==> src/rtl/rxf_pkg.sv <==
package rxf_pkg;
  localparam int unsigned RXF_WIDTH = 24;
  localparam int unsigned RXF_DEPTH = 10;

  typedef enum logic [1:0] {
    WL_8   = 2'b00,
    WL_16  = 2'b01,
    WL_24  = 2'b10,
    WL_24B = 2'b11
  } wlen_e;

  // number of upper bytes kept for a given word-length mode
  function automatic logic [1:0] kept_bytes(input wlen_e m);
    case (m)
      WL_8:    kept_bytes = 2'd1;
      WL_16:   kept_bytes = 2'd2;
      default: kept_bytes = 2'd3;
    endcase
  endfunction
endpackage

==> src/rtl/rxf_justify.sv <==
module rxf_justify #(
  parameter int unsigned BYTES = 3
) (
  input  rxf_pkg::wlen_e       mode,
  input  logic [BYTES*8-1:0]   raw,
  output logic [BYTES*8-1:0]   aligned
);
  logic [1:0] nkeep;
  assign nkeep = rxf_pkg::kept_bytes(mode);

  // byte b (0 = least significant) is kept when it lies in the top nkeep bytes
  for (genvar b = 0; b < BYTES; b++) begin : g_byte
    logic keep;
    assign keep = (b + int'(nkeep)) >= BYTES;
    assign aligned[b*8 +: 8] = keep ? raw[b*8 +: 8] : 8'h00;
  end
endmodule

==> src/rtl/rxf_ptr.sv <==
module rxf_ptr #(
  parameter int unsigned DEPTH = 10,
  localparam int unsigned PW = (DEPTH > 1) ? $clog2(DEPTH) : 1
) (
  input  logic          clk,
  input  logic          rst_n,
  input  logic          clr,
  input  logic          adv,
  output logic [PW-1:0] ptr
);
  localparam logic [PW-1:0] LAST = PW'(DEPTH - 1);

  always_ff @(posedge clk or negedge rst_n) begin
    if (!rst_n)       ptr <= '0;
    else if (clr)     ptr <= '0;
    else if (adv)     ptr <= (ptr == LAST) ? '0 : ptr + 1'b1;
  end

  p_ptr_wrap_r5: assert property (@(posedge clk) disable iff (!rst_n)
    (!clr && adv && ptr == LAST) |=> (ptr == '0));
endmodule

==> src/rtl/rxf_store.sv <==
module rxf_store #(
  parameter int unsigned WIDTH = 24,
  parameter int unsigned DEPTH = 10,
  localparam int unsigned PW = (DEPTH > 1) ? $clog2(DEPTH) : 1
) (
  input  logic             clk,
  input  logic             we,
  input  logic [PW-1:0]    waddr,
  input  logic [WIDTH-1:0] wdata,
  input  logic [PW-1:0]    raddr,
  output logic [WIDTH-1:0] rdata
);
  logic [WIDTH-1:0] slots [DEPTH];

  always_ff @(posedge clk) begin
    if (we) slots[waddr] <= wdata;
  end

  assign rdata = slots[raddr];
endmodule

==> src/rtl/rx_word_fifo.sv <==
module rx_word_fifo #(
  parameter int unsigned WIDTH = rxf_pkg::RXF_WIDTH,
  parameter int unsigned DEPTH = rxf_pkg::RXF_DEPTH,
  localparam int unsigned PW = (DEPTH > 1) ? $clog2(DEPTH) : 1,
  localparam int unsigned CW = $clog2(DEPTH + 1)
) (
  input  logic             clk,
  input  logic             rst_n,
  input  logic             soft_clr,
  input  logic             stop_mode,
  input  logic [1:0]       mode,
  input  logic             sr_valid,
  input  logic [WIDTH-1:0] sr_data,
  output logic             sr_ready,
  output logic             out_valid,
  input  logic             out_ready,
  output logic [WIDTH-1:0] out_data,
  output logic             full,
  output logic             overrun,
  input  logic             ovr_clr
);
  localparam logic [CW-1:0] CNT_FULL = CW'(DEPTH);

  logic          flush;
  logic          wr_fire, rd_fire, drop;
  logic [CW-1:0] count;
  logic [PW-1:0] wptr, rptr;
  logic [WIDTH-1:0] aligned;

  assign flush     = soft_clr | stop_mode;
  assign full      = (count == CNT_FULL);
  assign sr_ready  = ~full;
  assign out_valid = (count != '0);
  assign wr_fire   = sr_valid & sr_ready & ~flush;
  assign rd_fire   = out_ready & out_valid & ~flush;
  assign drop      = sr_valid & full & ~flush;

  rxf_justify #(.BYTES(WIDTH / 8)) u_justify (
    .mode    (rxf_pkg::wlen_e'(mode)),
    .raw     (sr_data),
    .aligned (aligned)
  );

  rxf_ptr #(.DEPTH(DEPTH)) u_wptr (
    .clk (clk), .rst_n (rst_n), .clr (flush), .adv (wr_fire), .ptr (wptr)
  );

  rxf_ptr #(.DEPTH(DEPTH)) u_rptr (
    .clk (clk), .rst_n (rst_n), .clr (flush), .adv (rd_fire), .ptr (rptr)
  );

  rxf_store #(.WIDTH(WIDTH), .DEPTH(DEPTH)) u_store (
    .clk   (clk),
    .we    (wr_fire),
    .waddr (wptr),
    .wdata (aligned),
    .raddr (rptr),
    .rdata (out_data)
  );

  always_ff @(posedge clk or negedge rst_n) begin
    if (!rst_n)                  count <= '0;
    else if (flush)              count <= '0;
    else if (wr_fire && !rd_fire) count <= count + 1'b1;
    else if (rd_fire && !wr_fire) count <= count - 1'b1;
  end

  // set wins over clear; flush wins over both
  always_ff @(posedge clk or negedge rst_n) begin
    if (!rst_n)       overrun <= 1'b0;
    else if (flush)   overrun <= 1'b0;
    else if (drop)    overrun <= 1'b1;
    else if (ovr_clr) overrun <= 1'b0;
  end

  p_no_overflow_r1: assert property (@(posedge clk) disable iff (!rst_n)
    count <= CNT_FULL);

  p_rdwr_hold_r6: assert property (@(posedge clk) disable iff (!rst_n)
    (wr_fire && rd_fire) |=> $stable(count));

  p_valid_until_drained_r7: assert property (@(posedge clk) disable iff (!rst_n)
    (out_valid && !flush && !(rd_fire && !wr_fire && count == CW'(1))) |=> out_valid);

  p_full_drop_r8: assert property (@(posedge clk) disable iff (!rst_n)
    (sr_valid && full && !flush) |=> (overrun && count == $past(count) - CW'($past(rd_fire))));

  p_ovr_sticky_r9: assert property (@(posedge clk) disable iff (!rst_n)
    (overrun && !ovr_clr && !flush) |=> overrun);

  p_flush_empty_r10: assert property (@(posedge clk) disable iff (!rst_n)
    flush |=> (!out_valid && !overrun && sr_ready));

  p_empty_read_r11: assert property (@(posedge clk) disable iff (!rst_n)
    (!out_valid && !wr_fire) |=> !out_valid);
endmodule

==> config.mk <==
export PLATFORM = sky130hd
export DESIGN_NAME = rx_word_fifo
export DESIGN_NICKNAME = d
export VERILOG_FILES = /design/src/rtl/rxf_pkg.sv /design/src/rtl/rxf_justify.sv /design/src/rtl/rxf_ptr.sv /design/src/rtl/rxf_store.sv /design/src/rtl/rx_word_fifo.sv
export SDC_FILE = /design/constraint.sdc
export NUM_CORES = 1
export LEC_CHECK = 0
export ABC_AREA = 1
export BUFFER_PORTS_ARGS = -buffer_cell sky130_fd_sc_hd__buf_2
export CAP_MARGIN = 15
export CORE_MARGIN = 2
export CORE_UTILIZATION = 55
export DETAILED_ROUTE_END_ITERATION = 10
export PLACE_DENSITY = 0.76
export SLEW_MARGIN = 10
export SYNTH_ARGS = -nofsm -noshare
export SYNTH_HDL_FRONTEND = slang
export SYNTH_SLANG_ARGS = --single-unit
export TNS_END_PERCENT = 20
==> constraint.sdc <==
create_clock -name clk -period 2.9 [get_ports clk]
set_input_delay 0 -clock clk [delete_from_list [all_inputs] [get_ports clk]]
set_output_delay 0 -clock clk [all_outputs]
set_load 0.01 [all_outputs]
==> results.txt <==
register area share after synthesis - 72.1%
routed vias - 6907
core area - 18600 um2
DRT Wirelength - 22800 um
top_reg_cell synth - edfxtp_1
Synth async-reset ratio - 5.14%
CP Class - reg -> out
die area - 20100 um2
final hold slack - 0.0313 ns
unrepaired setup endpoints after global routing - no
H-tree depth - 1
Yosys warnings - 0
crit path cell chain - clkinv_2 -> buf_4 -> o21ai_0 -> o21ai_0 -> nand2_1 -> nand2_1 -> nand2_1 -> nand2_1 -> buf_2
first-pass GRT wire length - 35100 um
maximum clock path buffer count - 3
Req. time, crit path - 2.90 ns
Clk pin slew, worst setup/hold paths - 0.06 ns
DRT antenna net count - 0
FP Rows - 50
Synth cell types - 30
CTS root buf - clkbuf_16
Starting DRT DRC Count - 593
IO Count - 61
Lkg Pwr - 4.57 nW
Skew-Pair Late Insertion Delay - 0.51 ns
Crit. End Element - output pin
vias in the first global route - 6671
status - finished, final reports clean
CP bufs+invs - 3
# Max-Cap Violations - 0
most common cell after layout, fill and taps aside - edfxtp_1
number of synthesized flops with an enable pin - 240
endpoints failing setup - 0
Synth Instances - 904
Net Count, Synth - 942
Final Hold Fails - 0
GRT Total Usage - 22.6%
nets - 1030
DRT Pass-1 Iters - 4
Post-Place Cell Area - 11000 um2
WL per Instance - 18.3 um
largest net degree at the start of global routing - 79
CP Max Fanout - 47
peak supply drop - 531 uV
power density over the cells - 624 nW/um2
Max Clock Skew - 0.0115 ns
fmax - 0.390 GHz
global route overflow - 0
cts repair resizes - 0
# diodes - 0
Worst path slowest cell - dfrtp_4
slew margin rel. - 53.8%
initial antenna violation count - 0
Worst Hold Class - in -> reg
Placer Congestion - 0.790
Max Slew Vio Count - 0
clock buffer count from CTS - 25
CTS tree - done
CTS Sinks - 253
Startpoint Class - flop
I/O Buffers - 60
measured slew at the worst slew-check pin - 0.691 ns
design area - 12000 um2
DP HPWL - 12200 um
Synth Cell Area - 10400 um2
Worst path most repeated cell - nand2_1
die width - 142 um
Die H - 142 um
most frequent cells in the layout - edfxtp_1 (240), nor2_1 (185), nand2_1 (160)
total power - 7.51 mW
share of cells above drive strength 1 - 13.3%
family with the most delay on the worst path - flip-flops
min cycle time layout - 2.56 ns
DRC Markers - 0
critical path arrival - 2.56 ns
starting density of the core - 56.0%
Vias per Instance - 5.57
#FFs+latches synth - 253
layout overhead on the synthesized area - 15.2%
Tcrit/Tclk final - 88.3%
Max stage delay on crit path - 0.69 ns
syn avg cell area - 11.6 um2
==> path summary, 6_finish.rpt <==
check	from	end	slack (ns)	cells after the start
worst max-delay path	u_rptr.ptr[0]$_DFFE_PN0P_	out_data[23]	0.34	9
worst min-delay path	sr_data[2]	u_store.slots[4][2]$_DFFE_PP_	0.03	3
worst max register to register	count[0]$_DFFE_PN0P_	count[3]$_DFFE_PN0P_	0.91	14
worst min register to register	count[2]$_DFFE_PN0P_	count[2]$_DFFE_PN0P_	0.57	2
max in group asynchronous	rst_n	u_rptr.ptr[0]$_DFFE_PN0P_	1.76	3
min in group asynchronous	rst_n	u_rptr.ptr[0]$_DFFE_PN0P_	0.63	3
==> tightest hold or removal path, cell delays in order <==
cell and delay, ns:
buf_2 0.09, nand2_1 0.09, inv_1 0.15
==> sequential cells by signal, indices dropped and copies added, names as in the netlist <==
name and count:
overrun 1, u_rptr.ptr 4, u_store.slots 240, u_wptr.ptr 4, count 4
==> metrics by stage <==
stage	setup slack [ns]	utilization, %	TNS, ns	std cells
after floorplan	-0.159	-	-3.82	904
after detailed placement	0.875	59.1	0	1169
final	0.338	64.5	0	1241
after global routing	0.219	64.5	0	1241
after CTS	0.325	64.5	0	1241
after global placement	0.967	59.1	0	1169
==> report_power, final <==
part | switching [mW] | internal, mW | total [mW]
Sequential | 0.0347 | 4.03 | 4.06
Combinational | 0.345 | 0.190 | 0.536
Clock | 1.25 | 1.66 | 2.91
==> cells in the mapped netlist, types with 3 or more instances <==
| library cell | number | share of area [%] |
|---|---|---|
| buf_6 | 6 | 0.65 |
| buf_2 | 19 | 0.91 |
| o22ai_1 | 28 | 1.7 |
| ha_1 | 4 | 0.48 |
| edfxtp_1 | 240 | 69 |
| o21ai_1 | 81 | 3.9 |
| o21ai_0 | 70 | 3.4 |
| dfrtp_1 | 13 | 3.1 |
| nor2_1 | 193 | 6.9 |
| buf_4 | 5 | 0.36 |
| inv_2 | 3 | 0.11 |
| nand3_1 | 7 | 0.34 |
| inv_1 | 32 | 1.2 |
| clkbuf_1 | 22 | 0.79 |
| nand2_1 | 160 | 5.8 |
==> kinds of logic after synthesis <==
logic type	count (synthesis)	share of synthesized area, %
and+or+nand+nor	370	13.7
buffers and inverters	91	4.13
xor gates and xnor gates	3	0.252
adders and majority gates	5	0.671
DFF	253	72.1
AOI/OAI and AO/OA	182	9.13
==> routing by layer <==
layer / wire [um] / GRT usage (%) / up-vias
met2: 11400 / 38.7 / 243
met3: 1370 / 3.07 / 48
met5: 0 / 0 / -
li1: - / - / 3303
met1: 9510 / 30.1 / 3313
met4: 497 / 8.00 / 0
==> final cells by class <==
| type | instances | area [um2] |
|---|---|---|
| repair buffers | 116 | 833 |
| inverters | 36 | 136 |
| clock inverters | 10 | 68.8 |
| clock buffers | 32 | 652 |
| flip-flops and latches | 253 | 7540 |
| fillers | 1413 | 6610 |
| multi-input cells | 560 | 2510 |
| well taps | 234 | 293 |
==> repair_timing <==
item                                   in CTS  in global routing
endpoints found under the hold margin     252                  0
hold buffers                               30                  0
setup buffers                               0                  0
Power figures use the tool's default switching activity.
